<file path="src/rtl/pocc_pkg.sv">
package pocc_pkg;
  localparam int NUM_ST = 6;
  typedef enum logic [2:0] {
    ST_FETCH, ST_DECODE, ST_ADDR, ST_OPND, ST_EXEC, ST_WRITE
  } stage_e;
  localparam int EX_IDX = int'(ST_EXEC);
  localparam int WB_IDX = int'(ST_WRITE);
endpackage

</file>
<file path="src/rtl/pocc_fetch.sv">
module pocc_fetch #(
  parameter int TAG_W     = 8,
  parameter int START_TAG = 1
) (
  input  logic             clk,
  input  logic             rst,
  input  logic             stall,
  input  logic             issue_en,
  input  logic             redirect,
  input  logic [TAG_W-1:0] redirect_tag,
  output logic [TAG_W-1:0] fetch_tag,
  output logic             fetch_go
);
  logic [TAG_W-1:0] next_q;

  assign fetch_tag = redirect ? redirect_tag : next_q;
  assign fetch_go  = issue_en & ~stall;

  always_ff @(posedge clk) begin
    if (rst) begin
      next_q <= TAG_W'(START_TAG);
    end else if (!stall) begin
      if (fetch_go)      next_q <= fetch_tag + 1'b1;
      else if (redirect) next_q <= redirect_tag;
    end
  end
endmodule

</file>
<file path="src/rtl/pocc_stage_array.sv">
module pocc_stage_array
  import pocc_pkg::*;
#(
  parameter int TAG_W = 8
) (
  input  logic                    clk,
  input  logic                    rst,
  input  logic                    stall,
  input  logic                    fetch_go,
  input  logic [TAG_W-1:0]        fetch_tag,
  input  logic                    in_br,
  input  logic                    in_tk,
  input  logic [TAG_W-1:0]        in_tgt,
  output logic [NUM_ST-1:0]       vld,
  output logic [NUM_ST*TAG_W-1:0] tags,
  output logic                    redirect,
  output logic [TAG_W-1:0]        redirect_tag
);
  logic [NUM_ST-1:0] vld_q;
  logic [TAG_W-1:0]  tag_q [NUM_ST];
  logic              br_q  [EX_IDX+1];
  logic              tk_q  [EX_IDX+1];
  logic [TAG_W-1:0]  tgt_q [EX_IDX+1];

  // resolution point: a valid taken branch leaving execute
  assign redirect     = ~stall & vld_q[EX_IDX] & br_q[EX_IDX] & tk_q[EX_IDX];
  assign redirect_tag = tgt_q[EX_IDX];

  always_ff @(posedge clk) begin
    if (rst) begin
      vld_q <= '0;
    end else if (!stall) begin
      vld_q[0] <= fetch_go;
      for (int s = 1; s < NUM_ST; s++)
        vld_q[s] <= vld_q[s-1] & ~(redirect & (s <= EX_IDX));
    end
  end

  always_ff @(posedge clk) begin
    if (!stall) begin
      tag_q[0] <= fetch_tag;
      br_q[0]  <= in_br;
      tk_q[0]  <= in_tk;
      tgt_q[0] <= in_tgt;
      for (int s = 1; s <= EX_IDX; s++) begin
        tag_q[s] <= tag_q[s-1];
        br_q[s]  <= br_q[s-1];
        tk_q[s]  <= tk_q[s-1];
        tgt_q[s] <= tgt_q[s-1];
      end
      tag_q[WB_IDX] <= tag_q[WB_IDX-1];
    end
  end

  for (genvar g = 0; g < NUM_ST; g++) begin : g_out
    assign vld[g] = vld_q[g];
    assign tags[g*TAG_W +: TAG_W] = tag_q[g];
  end
endmodule

</file>
<file path="src/rtl/pocc_cycle_ctr.sv">
module pocc_cycle_ctr #(
  parameter int CYC_W = 16
) (
  input  logic             clk,
  input  logic             rst,
  output logic [CYC_W-1:0] count
);
  always_ff @(posedge clk) begin
    if (rst) count <= '0;
    else     count <= count + 1'b1;
  end
endmodule

</file>
<file path="src/rtl/pipe_occupancy_ctrl.sv">
module pipe_occupancy_ctrl
  import pocc_pkg::*;
#(
  parameter int TAG_W     = 8,
  parameter int CYC_W     = 16,
  parameter int START_TAG = 1
) (
  input  logic                    clk,
  input  logic                    rst,
  input  logic                    stall,
  input  logic                    issue_en,
  input  logic                    br_flag,
  input  logic                    br_taken,
  input  logic [TAG_W-1:0]        br_target,
  output logic [TAG_W-1:0]        fetch_tag,
  output logic [NUM_ST-1:0]       stage_vld,
  output logic [NUM_ST*TAG_W-1:0] stage_tag,
  output logic                    done_vld,
  output logic [TAG_W-1:0]        done_tag,
  output logic [CYC_W-1:0]        cycle_count
);
  logic             redirect;
  logic [TAG_W-1:0] redirect_tag;
  logic             fetch_go;

  pocc_fetch #(.TAG_W(TAG_W), .START_TAG(START_TAG)) u_fetch (
    .clk(clk), .rst(rst), .stall(stall), .issue_en(issue_en),
    .redirect(redirect), .redirect_tag(redirect_tag),
    .fetch_tag(fetch_tag), .fetch_go(fetch_go)
  );

  pocc_stage_array #(.TAG_W(TAG_W)) u_stages (
    .clk(clk), .rst(rst), .stall(stall), .fetch_go(fetch_go),
    .fetch_tag(fetch_tag), .in_br(br_flag), .in_tk(br_taken),
    .in_tgt(br_target), .vld(stage_vld), .tags(stage_tag),
    .redirect(redirect), .redirect_tag(redirect_tag)
  );

  pocc_cycle_ctr #(.CYC_W(CYC_W)) u_cyc (
    .clk(clk), .rst(rst), .count(cycle_count)
  );

  assign done_vld = stage_vld[WB_IDX];
  assign done_tag = stage_tag[WB_IDX*TAG_W +: TAG_W];
endmodule

</file>
<file path="config.mk">
export PLATFORM = sky130hd
export DESIGN_NAME = pipe_occupancy_ctrl
export DESIGN_NICKNAME = d
export VERILOG_FILES = /design/src/rtl/pocc_pkg.sv /design/src/rtl/pocc_fetch.sv /design/src/rtl/pocc_stage_array.sv /design/src/rtl/pocc_cycle_ctr.sv /design/src/rtl/pipe_occupancy_ctrl.sv
export SDC_FILE = /design/constraint.sdc
export NUM_CORES = 1
export LEC_CHECK = 0
export BUFFER_PORTS_ARGS = -buffer_cell sky130_fd_sc_hd__buf_2
export CORE_MARGIN = 2
export CORE_UTILIZATION = 39
export CTS_CLUSTER_SIZE = 24
export DETAILED_ROUTE_END_ITERATION = 10
export GPL_TIMING_DRIVEN = 0
export SLEW_MARGIN = 20
export SYNTH_ARGS = -nofsm -noshare
export SYNTH_HDL_FRONTEND = slang
export SYNTH_SLANG_ARGS = --single-unit
export TNS_END_PERCENT = 1
</file>
<file path="constraint.sdc">
create_clock -name clk -period 8 [get_ports clk]
set_input_delay 1.6 -clock clk [delete_from_list [all_inputs] [get_ports clk]]
set_output_delay 1.6 -clock clk [all_outputs]
set_load 0.05 [all_outputs]
</file>
# == Word level (Yosys, flattened, before mapping) ==
# Memory sizes are Yosys's and may differ from the RTL's.
# Cells that the tools add are included.
# word_totals
latchBits,0
output_inout_bits,87
ff_bits,30
romBits,0
ramBits,98
memories,4
word_cells,22
# op_classes
eq_ne,0
n_addsub,2
bitwise_logic,10
n_lt_le_gt_ge,0
n_reduce_logical,0
div,0
mul,0
muxes,3
shifts,0
# mem_list
memory,depth,width,rd,rd_clocked_by_memory_dff,write_ports,line_no,text
u_stages.tag_q,6,8,6,0,6,pocc_stage_array.sv:20,logic [TAG_W-1:0] tag_q [NUM_ST];
u_stages.tgt_q,5,8,5,0,5,pocc_stage_array.sv:23,logic [TAG_W-1:0] tgt_q [EX_IDX+1];
u_stages.br_q,5,1,5,0,5,pocc_stage_array.sv:21,logic br_q [EX_IDX+1];
u_stages.tk_q,5,1,5,0,5,pocc_stage_array.sv:22,logic tk_q [EX_IDX+1];
# ops
op,count
16-bit by 1-bit adder with 16-bit output (second input constant),1
8-bit 2-to-1 mux,2
8-bit by 1-bit adder with 8-bit output (second input constant),1
1-bit bitwise AND,8
1-bit inverter,2
1-bit 2-to-1 mux,1

# == Longest topological paths before layout ==
# Gate-level depths: netlist of run 1.
# logic_depth
depth_word,7
depth_mapped,10

# == Cells and area by module ==
# A second synthesis of run 1 with hierarchy kept.
# unflattened
hier_cells,279
hier_area_um2,4634.4
# by_module_without_submodules
module,instances,cells_each,seq_area_each_um2,area_each_um2
pocc_stage_array,1,120,3062.9,3180.6
pocc_cycle_ctr,1,81,320.3,764.5
pocc_fetch,1,69,160.2,621.8
pipe_occupancy_ctrl,1,9,0.0,67.6

# == Worst setup path before layout of run 1 ==
# Ideal clock, no wire load.
# synth_path
kind,input to register
from,input stall
to,register u_fetch.next_q[4]
t_required_ns,7.869
arrival_time_ns,4.535
setup_ns,0.131
path_buffers,0
setup_slack_ns,3.334
stages,4
path_cell_list,clkinv_1 nand3_1 o21a_1 nor3_1
# synth_via
elab_chain_len,7
word_cells_on_any_way,8
# synth_rtl
element,line_no,text
"start, declared",pipe_occupancy_ctrl.sv:10,"input logic stall,"
1-bit inverter,"pocc_fetch.sv:17, pocc_stage_array.sv:26",
1-bit bitwise AND (3 in a row),pocc_stage_array.sv:26,assign redirect = ~stall & vld_q[EX_IDX] & br_q[EX_IDX] & tk_q[EX_IDX];
8-bit 2-to-1 mux,n/a,
8-bit by 1-bit adder with 8-bit output,pocc_fetch.sv:23,if (fetch_go) next_q <= fetch_tag + 1'b1;
8-bit 2-to-1 mux,pocc_fetch.sv:23,
"end signal, assigned",pocc_fetch.sv:21,next_q <= TAG_W'(START_TAG);
"end signal, assigned",pocc_fetch.sv:23,
"end signal, assigned",pocc_fetch.sv:24,else if (redirect) next_q <= redirect_tag;
"end, declared",pocc_fetch.sv:14,logic [TAG_W-1:0] next_q;
# Several ways; a longest one is shown, not always the timed one.
# A chain may end at the register's enable or synchronous reset.

# == Final worst setup path of run 1 ==
# layout_path
from,input stall
to,output fetch_tag[4]
# layout_via
elab_chain_len,5
# layout_rtl
element,line_no,text
1-bit inverter,pocc_stage_array.sv:26,
1-bit bitwise AND (3 in a row),pocc_stage_array.sv:26,
8-bit 2-to-1 mux,n/a,
"end, declared",pipe_occupancy_ctrl.sv:15,"output logic [TAG_W-1:0] fetch_tag,"
# No other way between the ends.

==> results of run 1 <==
-- final cells by class --
class,count,area (um^2),area share [%]
clock buffer,25,549,9.47
multi-input combinational,128,833,14.4
buffer,17,106,1.83
sequential,128,3540,61.1
tap,143,179,3.09
timing repair buffer,100,523,9.02
inverter,5,23.8,0.410
clock inverter,7,41.3,0.712
-- worst paths after layout --
kind	start	endpoint	depth (start not counted)
worst max-delay path	stall	fetch_tag[4]	7
worst min-delay path	u_stages.tgt_q[0][23]	u_stages.tgt_q[0][31]	0
worst max register to register	u_stages.vld[4]	u_fetch.next_q[6]	8
worst min register to register	u_stages.tgt_q[0][23]	u_stages.tgt_q[0][31]	0
-- state kept, by name, indices dropped and copies added (netlist names) --
| signal | count |
|---|---|
| u_stages.tgt_q | 40 |
| u_stages.vld | 6 |
| u_fetch.next_q | 8 |
| u_stages.br_q | 5 |
| u_cyc.count | 16 |
| u_stages.tag_q | 48 |
| u_stages.tk_q | 5 |
-- routing by layer --
metal	GRT usage (%)	share of wire [%]
met3	4.95	6.3
met5	0	0
met4	7.00	0.97
met2	21.7	49
met1	15.8	44
-- through the flow --
stage	total power (W)	utilization (%)	setup WS, ns
after floorplan	0.000876	-	3.33
final	0.00163	51.2	3.30
after CTS	0.00166	51.2	3.30
after global placement	0.000906	45.7	1.87
after global routing	0.00169	51.2	3.22
after detailed placement	0.000909	46.0	3.30
-- power by group --
part / switching (W) / internal [W]
Combinational: 0.0000978 / 0.0000260
Sequential: 0.0000145 / 0.000755
Clock: 0.000262 / 0.000475
-- worst max-delay path, cell delays in order --
cell	delay, ns
buf_2	0.16
and4b_1	0.28
buf_6	0.14
buf_2	0.27
mux2i_1	0.31
inv_1	0.11
buf_2	0.23
-- cell families after synthesis --
family                     Yosys count
adders and majority gates            2
AOI/OAI and AO/OA                   25
muxes                               16
buffers and inverters               22
xor gates and xnor gates            11
and+or+nand+nor                     74
DFF                                128
-- cells in the mapped netlist (2+ instances only) --
cell type / instances
nand4_1: 9
nor3_1: 10
buf_4: 9
a21oi_1: 8
dfxtp_1: 30
mux2i_1: 8
clkbuf_1: 5
edfxtp_1: 98
nand2_1: 13
nor2_1: 15
o21ai_0: 8
nor4_1: 2
inv_1: 4
mux2_2: 7
xor2_1: 10
and4_1: 2
nor4b_1: 2
ha_1: 2
o21a_1: 3
nand3_1: 9
or3_1: 5
==> out/results.txt, run 1 <==
The run gives 6.40 ns as the data required time of the worst path. Dividing the synthesized area by the synthesized cell count gives 16.2 um^2. The width of the die works out to 111 um. The worst path uses 58.7% of the clock period.

The clock passes through at most 2 buffers. The first global-routing pass estimated 12900 um of wire. Routability-driven placement finished with a final weighted congestion of 0.777. For this run, the number of Yosys warnings is 0. The diode insertion count for antenna repair was 0. The final critical path time including I/O delays and setup was 4.70 ns; the share of the synthesized area in the top cell type was 65.4%. Static timing analysis puts the maximum clock frequency at 0.213 GHz. The via count is 2674.

STA classifies the critical path endpoint as an output pin. Buffers placed on the I/O ports in this run total 99. The run finished with clean final reports. The max-slew violation total from the final report is 0, and the clock transition time at the flip-flop clock pins of the worst setup and hold paths is 0.06 ns. Net count of the mapped netlist: 294. In the synthesized netlist the async set-or-reset flop fraction comes to 0%. The clock skew after layout is 0.00570 ns. In this run the remaining antenna-violating nets after routing total 0.

TritonCTS built the clock tree. The via count of the first global-routing pass came out at 2634. The synthesized-area fraction occupied by and/or/nand/nor cells was 8.59%; the final-report setup violation count was 0.

The total clock buffers created by CTS was 17. Across all hold checks on the routed design, the worst slack comes to 0.411 ns. The kind of critical path was input port to output pin.

The synthesized netlist devotes 3.36% of its cell area to compound gates. The number of flops mapped to enable cells by yosys was 98; the DRC violation count after routing was 0. STA classifies the critical path startpoint as an input port. The die is 111 um tall. The register area share after synthesis was 78.7%; the leakage power figure was 2.32 nW.

After synthesis, the cell types taking the most area are edfxtp_1, dfxtp_1, xor2_1. Area share of xor/xnor cells in the synthesized design: 2.14%. After synthesis the netlist holds a flip-flop and latch count of 128. The post-synthesis to final-layout area growth was 28.8%. The power density of the placed cells came out at 281 mW/mm^2. The mean number of vias per cell is 4.84, and the number of clock sinks is 128. The class of the tightest hold or removal check is flop to flop.

Actual transition at the worst max-transition pin: 0.626 ns. The floorplan step defined a die boundary enclosing 0.0124 mm^2. With fillers left out, the area of the finished cells amounts to 0.00580 mm^2. The mux contribution to synthesized area was 3.86%; the arrival time at the worst endpoint was 3.10 ns. For the post-synthesis instance area, the log shows 0.00450 mm^2. In the global route stage, overall resource usage came out at 13.4%. The library cells used most frequently in the layout, excluding fill and tap cells, are buf_2, edfxtp_1, dfxtp_1. The logs give 58.3% for the worst slew margin relative to its limit and 0 for the number of buffers inserted by hold repair at cts.

Counting distinct cell types in the post-synthesis netlist gives 40. The mean routed wirelength per cell is 14.4 um. The register-to-register path setup slack is 5.77 ns. VDD sags by at most 0.000177 V. Counting tap cells, the placed design contains a total of 521 instances. The placed instances occupy a cell area of 0.00521 mm^2. In this run, the number of DRC markers left after iteration 0 of detailed routing was 180. The number of iterations in the first detailed-routing pass is 4, and the number of violations of the max-capacitance limit is 0.

After technology mapping, the gate count stands at 278. Detailed placement ended at an HPWL of 5260 um. The tools report the placeable core area as 0.0113 mm^2. The run gives 39 as the number of standard-cell rows in the floorplan. In the final design database the tool counted 413 nets.

Setup repair after global routing left no endpoint under its margin. Maximum level of the CTS H-tree: 4. The most common cell after layout, fill and taps aside was buf_2. In the final layout, the share of cells above drive strength 1 is 36.6%. The count of final hold-check violations is 0, and the total grt overflow is 0.

For this run, the leading register cell type out of synthesis is edfxtp_1. The layout has 961 filler cells. The cell sitting at the root of the clock tree is a clkbuf_16. In this run the worst path has a maximum fanout of 10. The fraction of the mapped netlist area in adder cells came out at 0.556%.

The tools report the count of cells resized by post-cts repair as 0. The combinational family with the most area after synthesis was simple AND/OR/NAND/NOR gates. edfxtp_1 takes more of the synthesized area than any other cell. Clock latency on the worst-skew pair, taken at its later pin, is 0.40 ns. 101 I/O pins were placed. The non-filler instance count after layout was 553; the initial standard-cell utilization of the core was 39.8%.

After clock tree synthesis, the setup repair step added 0 buffers. Pin count of the biggest net entering global routing: 64. Adding up every negative setup slack in the final design gives 0 ns. Initial antenna violation count: 0.

The routed wire length is 7960 um.
(Power assumes the default switching activity.)
==> inputs of run 2 (changes only) <==
ABC_AREA = 1   (was default)
clock period = 4.4 ns   (was 8 ns; I/O delays follow)
==> run 2 against run 1 <==
- wire length down 7.3%
- utilization shrank 0.41 points
- critical endpoint is now fetch_tag[7]
- worst setup slack worse by 1.8 ns
- combinational power rose by 94%
- cell count is 7.1% higher
- flip-flop and latch count is the same
- synthesized cell count grew 14%
- critical path depth unchanged
==> out/results.txt, run 2 <==
Synthesis produced a netlist whose cell count is 318. For the met2 global-route usage, the log shows 19.6%. The run gives 0.00225 W as the internal cell power. Counting flops and latches in the post-synthesis netlist gives 128. After layout, the worst path uses 65.6% of the clock period.

The sequential cell area in the final layout is 0.00354 mm^2, and the width of the die is 112 um. In the routed design, unresolved DRC markers number 0. The H-tree was split into 4 levels.

Counting distinct cell types in the post-synthesis netlist gives 30. The biggest fanout along the worst timing path is 10, and the total grt overflow is 0. At the worst endpoint, the required time is 3.52 ns. Class of the tightest hold or removal check: flop to flop.

The tree built by TritonCTS fans out to 128 sinks. Combinational logic is responsible for 8.1% of the overall power. Counting every net in the synthesized netlist gives 334. Setup repair after global routing left no endpoint under its margin.

In the layout the commonest cells are buf_2, edfxtp_1, nand2_1. STA classifies the critical path startpoint as an input port. For this design the total switching power over the nets is 0.000714 W. Static timing analysis puts the maximum clock frequency at 0.347 GHz. edfxtp_1 is the most common cell in the netlist. For flop-to-flop paths, the worst setup slack is 2.63 ns. For the total routing resource utilization after global routing, the log shows 12.8%.

By area the synthesized netlist is led by edfxtp_1, dfxtp_1, nand2_1. The diode insertion count for antenna repair came out at 0. The number of buffers inserted by hold repair at cts was 0; the total clock buffers created by CTS was 17. Detailed placement finished with a half-perimeter wire length of 4870 um. Dividing total power by cell area gives a power density of 513 mW/mm^2. The register bank with the most flops was u_stages.tag_q.

In the final layout, the registers with the most flip-flops are u_stages.tag_q: 48 flops, u_stages.tgt_q: 40 flops, u_cyc.count: 16 flops. The global-route wire length before repair is 12100 um, and the cell depth of the worst hold path is 0. During I/O placement, the number of pins put on the boundary was 101. Yosys mapped a number of flops with a built-in enable equal to 98. Sequential cells account for 47.1% of the total power. In this run, the number of DRC markers left after iteration 0 of detailed routing was 152.

The run finished with clean final reports. Max-slew violation total from the final report: 0. The slowest stage of the critical path belongs to the cell buf_2.

Traced cell by cell, the critical path runs through buf_6 > nor2_8 > nand2_4 > inv_1 > nand2_1 > nand2_1 > buf_2. The die area is 0.0124 mm^2. The area of the multi-input gates is 751 um^2. The tools report the library cell used as clock root buffer as clkbuf_16.

For the number of synthesis warnings, the log shows 0. Across the run, the number of max-cap violations was 0. The critical path starts at stall.

Counting instances in the post-synthesis netlist gives the leading cell types as edfxtp_1, nand2_1, inv_1. The final critical path time including I/O delays and setup is 2.89 ns, and the worst slew margin relative to its limit is 58.7%. Actual transition at the worst max-transition pin: 0.619 ns.

The cell family contributing the most delay on the critical path is buffers and inverters. The global routing stage identified its most utilized layer as met2. The flip-flop count of the largest register, all copies and words added came out at 48.

The routing usage on met3 was 6.59%; the count of cells resized by post-cts repair was 0. The power share of the clock group came out at 44.7%. Routability-driven placement finished with a final weighted congestion of 0.801. The count of final hold-check violations is 0, and the number of buffers on the longest clock path is 2. The run gives 1.51 ns as the final worst-path setup slack. Data arrives at the worst endpoint at 2.01 ns. By startpoint and endpoint, the worst setup path is classified as input port to output pin. The tools report the sort of element at the end of the critical path as an output pin.

The fraction of synthesis flops using an asynchronous set or reset pin is 0%. The critical hold path startpoint is u_stages.tgt_q[0][15]. Die outline height: 112 um.

The run gives 50.8% as the final core utilization. The maximum resistive drop on vdd is 0.000358 V. For this run, the detailed router's first-pass iteration total came to 4. In this run the remaining antenna-violating nets after routing total 0. The share of the synthesized area in the top cell type is 65.3%, and the pin count of the biggest net entering global routing is 52. Relative to the synthesized area, the layout overhead comes to 28.2%. The depth of the most critical reg-to-reg path was 13; the post-layout net count was 452. The largest stage delay on the critical path was 0.29 ns; the register area share after synthesis was 78.6%.

Row generation in the floorplan step produced 39 rows. The post-synthesis cell type with the largest combined area is edfxtp_1. Dividing the synthesized area by the synthesized cell count gives 14.2 um^2. The capture point of the worst reg-to-reg path was u_fetch.next_q[4]. For the initial antenna violation count, the log shows 0. Via count: 2692. Of the total power, the share spent switching nets is 24.1%.

OpenSTA, run right after detailed placement, puts the worst setup slack at 1.50 ns. Number of buffers added on ports: 98. The analysis attributes to cell leakage a power of 2.38 nW. In this run the critical register-to-register path is launched from u_stages.vld[4].

The tools report the final-report setup violation count as 0. The clock skew after layout came out at 0.00443 ns. Clock latency on the worst-skew pair, taken at its later pin, is 0.41 ns. For this block, the routed nets add up to 7380 um of wire. After clock tree synthesis, the clock-pin slew on the worst setup and hold paths is 0.05 ns. The worst hold slack after final layout was 0.416 ns; the final total negative setup slack was 0 ns.

Fill cells in the final layout number 997. The placeable core area was 0.0114 mm^2; the share of post-route cells with drive strength above 1 was 35.9%. The combined buffer and inverter count along the critical path was 3. The via count of the first global-routing pass is 2516.

The synthesized netlist occupies a cell area of 0.00451 mm^2. The prevailing post-synth register cell is edfxtp_1. The run gives 39.7% as the initial standard-cell utilization of the core.

The hold-critical path endpoint was u_stages.tgt_q[0][23]. The buffer count from post-CTS setup fixing is 0. The most frequent cell on the critical path was nand2_1. The mean routed wirelength per cell works out to 12.5 um.

Dividing the detail-routed via count by the number of cells gives 4.55. The met1 track demand over resource in global routing came out at 14.5%. TritonCTS built the clock tree.
-- run 2: changes by cell type after synthesis, sizes merged, moves of 4 or more --
cell	previous run	this run
inv	4	33
nand3b	0	4
xor2	10	2
or3	5	1
nand2	13	54
mux2	8	0
nor2	15	31
mux2i	8	0
-- run 2: final cells by class --
type	instances	area share, %
Sequential cell	128	61.3
Multi-Input combinational cell	144	13.0
Timing Repair Buffer	99	8.96
Clock buffer	17	7.36
Tap cell	143	3.10
Clock inverter	15	2.51
Inverter	33	2.19
Buffer	13	1.56
-- run 2: how the worst max path moves through the flow --
stage	to	depth (start not counted)
global placement	u_stages.vld[1]	4
floorplan	u_stages.vld[1]	4
detailed placement	fetch_tag[7]	7
finish	fetch_tag[7]	7
global route	fetch_tag[7]	7
CTS	fetch_tag[7]	7
-- run 2: stage by stage --
stage | std cells | power [W] | cell area [um^2]
after floorplan | 318 | 0.00161 | 4510
after global placement | 559 | 0.00166 | 5180
after detailed placement | 560 | 0.00167 | 5210
final | 592 | 0.00296 | 5780
after CTS | 592 | 0.00301 | 5780
after global routing | 592 | 0.00308 | 5780
-- run 2: logic make-up after synthesis --
family | Yosys count | share of synthesized area [%]
AO/OA/AOI/OAI | 21 | 2.44
adder cells (fa/ha/maj) | 2 | 0.555
flip-flops | 128 | 78.6
buffers and inverters | 46 | 4.75
XOR/XNOR | 2 | 0.389
AND/OR/NAND/NOR | 119 | 13.3
-- run 2: power groups by stage --
stage	clock network [W]	registers (W)	logic (W)
2_1_floorplan	0	0.00153	0.0000794
3_3_place_gp	0	0.00142	0.000238
3_5_place_dp	0	0.00142	0.000244
4_1_cts	0.00137	0.00140	0.000244
5_1_grt	0.00142	0.00140	0.000254
6_report	0.00133	0.00140	0.000241
-- run 2: routing by layer --
layer	vias to the layer above	wire length (um)
met3	11	537
li1	1332	-
met1	1265	3110
met2	84	3620
met5	-	0
met4	0	107
==> inputs of run 3 (changes only) <==
clock period = 2.6 ns   (was 4.4 ns; I/O delays follow)
==> run 3 against run 2 <==
- die area did not move
- highest routed layer unchanged
- critical path type is now flop to output pin
- design area rose by 2.3%
- wire length rose by 0.50%
- hold slack got worse by 0.13 ns
- via count fell by 0.97%
- register-to-register slack got worse by 1.8 ns
- global-route usage fell by 0.085 points
- critical path depth did not move
- sequential share of layout area fell by 1.4 points
- clock skew rose by 0.0042 ns
- utilization rose by 1.2 points
- largest power group is now clock
- clock power rose by 100%
==> out/results.txt, run 3 (synthesized netlist as in run 2, its figures left out) <==
The run gives 0 as the buffer count from post-CTS setup fixing. The first global-routing pass estimated 12100 um of wire. Derived from the worst setup path, the maximum achievable clock frequency is 0.432 GHz. The worst hold slack after final layout came out at 0.289 ns. Entering global routing, the biggest net connects 39 pins.

After the first detailed-routing iteration, the DRC count stood at 127. The endpoint identified for the worst register-to-register timing path is u_fetch.next_q[4]. The largest registers in the layout are u_stages.tag_q: 48 flops, u_stages.tgt_q: 40 flops, u_cyc.count: 16 flops. The worst path uses 89.0% of the clock period. The most critical setup path has its endpoint at fetch_tag[7].

The register with the most flip-flops in the layout has 48 of them. During I/O placement, the number of pins put on the boundary was 101. The worst setup path is launched from a flop.

The total of fill cells in the finished design was 957; the number of iterations in the first detailed-routing pass was 4. Across all setup checks in the final design, the least slack found is 0.285 ns. The number of buffers on the longest clock path was 2; the initial standard-cell utilization of the core was 39.7%. Beginning of the worst register-to-register path: u_stages.vld[4].

Clock tree synthesis selected as its root buffer the cell clkbuf_16. Compared with the post-synthesis result, the final layout area differs by 31.1%. Setup repair after global routing left no endpoint under its margin.

Using the TritonRoute via totals, the vias-per-cell ratio works out to 4.50. The core region is 0.0114 mm^2. In the final layout, the share of cells above drive strength 1 is 35.8%. After floorplanning, the core was divided into 39 placement rows. Adding up every negative setup slack in the final design gives 0 ns. Clock-pin slew was measured on the worst setup and hold paths at 0.06 ns.

Gates resized during post-CTS repair numbered 0. The mean routed wirelength per cell is 12.5 um. The logs give 12.7% for the total routing resource utilization after global routing and 0.411 ns for the pre-CTS worst setup slack. The logs give 0 for the count of final hold-check violations and 17 for the total clock buffers created by CTS.

STA classifies the critical path endpoint as an output pin. The power density of the placed cells is 928 mW/mm^2, and the actual transition at the worst max-transition pin is 0.648 ns. In the routed design, unresolved DRC markers number 0.

After detailed routing, the total wire length is 7410 um. For flop-to-flop paths, the worst setup slack is 0.86 ns. In this run the number of H-tree levels came out at 4. Max-slew violation total from the final report: 0. The via count was 2666. Along the worst path, the maximum fanout reaches 9. Leaving out fill and tap cells, the most frequent cells in the layout are buf_2, edfxtp_1, nand2_1.

During placement, the flow inserted port buffers numbering 98. The clock arrives with 0.00868 ns of skew. The tools report the data required time of the worst path as 2.08 ns. More flip-flops sit in one register than any other, and that register is u_stages.tag_q. Origin of the worst setup path: u_stages.vld[4]. The number of antenna diodes in the final layout is 0. TritonCTS built the clock tree. For this design the static power due to leakage is 2.43 nW. Across the run, the number of max-cap violations was 0.

The worst slew margin relative to its limit was 56.7%; the initial antenna violation count was 0. In the final design database the tool counted 453 nets. Buffers inserted to repair hold after CTS numbered 0. Clock tree synthesis found a total of 128 sinks.

For the finished layout, the period the worst path requires is 2.32 ns. At the later pin of the worst-skew pair, clock insertion delay measures 0.40 ns. The die covers 0.0124 mm^2.

The number of placed cells counting well taps is 561. Measured in cells, the most critical reg-to-reg path has a length of 13. Routability-driven placement finished with a final weighted congestion of 0.802. The flow ran to the end, and the final reports show no timing, DRC or antenna violations.

Setup violations remaining at the end of the flow were counted as 0. The die is 112 um tall. Kind of critical path: flop to output pin. The run gives 2527 as the via count of the first global-routing pass. The non-filler instance count after layout is 593, and the width of the die is 112 um. STA puts the critical path data arrival time at 1.80 ns.

Summed over all layers, the global routing overflow is 0. The class of the tightest hold or removal check was input port to flop. The count of nets left with antenna violations once routing finished came out at 0. Across the VDD grid, the largest voltage drop is 0.000479 V. After legalization and detailed placement, the total HPWL measured 5070 um.
[run 3: routing by layer]
metal / track usage, % / routed length, um / vias up
li1: - / - / 1335
met2: 19.9 / 3610 / 91
met3: 5.44 / 482 / 12
met1: 14.6 / 3190 / 1228
met4: 7.41 / 133 / 0
met5: 0 / 0 / -
[run 3: report_power, final]
group | internal (W) | total, W | switching [W]
sequential | 0.00233 | 0.00236 | 0.0000376
clock | 0.00189 | 0.00271 | 0.000825
combinational | 0.0000834 | 0.000410 | 0.000326
total | 0.00430 | 0.00549 | 0.00119
[run 3: worst min path at each step]
stage,startpoint,to,slack (ns),cells past startpoint
2_1_floorplan,u_stages.br_q[0][0],u_stages.br_q[0][1],0.40,0
3_3_place_gp,u_stages.tgt_q[0][7],u_stages.tgt_q[0][15],0.40,0
3_5_place_dp,u_stages.tgt_q[0][4],u_stages.tgt_q[0][12],0.40,0
4_1_cts,br_target[5],u_stages.tgt_q[0][5],0.27,1
5_1_grt,br_target[6],u_stages.tgt_q[0][6],0.26,1
6_report,br_target[4],u_stages.tgt_q[0][4],0.29,1
[run 3: metrics by stage]
stage               utilization [%]  total power, W  instance area (um^2)
floorplan                         -         0.00272                  4510
global placement               45.6         0.00281                  5180
detailed placement             45.9         0.00282                  5220
CTS                            52.0         0.00555                  5910
global route                   52.0         0.00568                  5910
finish                         52.0         0.00549                  5910
[run 3: cell type report]
type | instances | area [um^2] | area share, %
plain buffers | 13 | 90.1 | 1.52
flip-flops and latches | 128 | 3540 | 60.0
clock buffers | 17 | 425 | 7.20
multi-input cells | 144 | 751 | 12.7
repair buffers | 100 | 531 | 8.98
well taps | 143 | 179 | 3.03
inverters | 33 | 128 | 2.16
clock inverters | 15 | 263 | 4.45
[run 3: critical path, cell delays in order (launching register included)]
cell,delay (ns)
dfxtp_1,0.32
inv_1,0.10
nor2_8,0.17
nand2_4,0.13
inv_1,0.16
nand2_1,0.09
nand2_1,0.13
buf_2,0.29
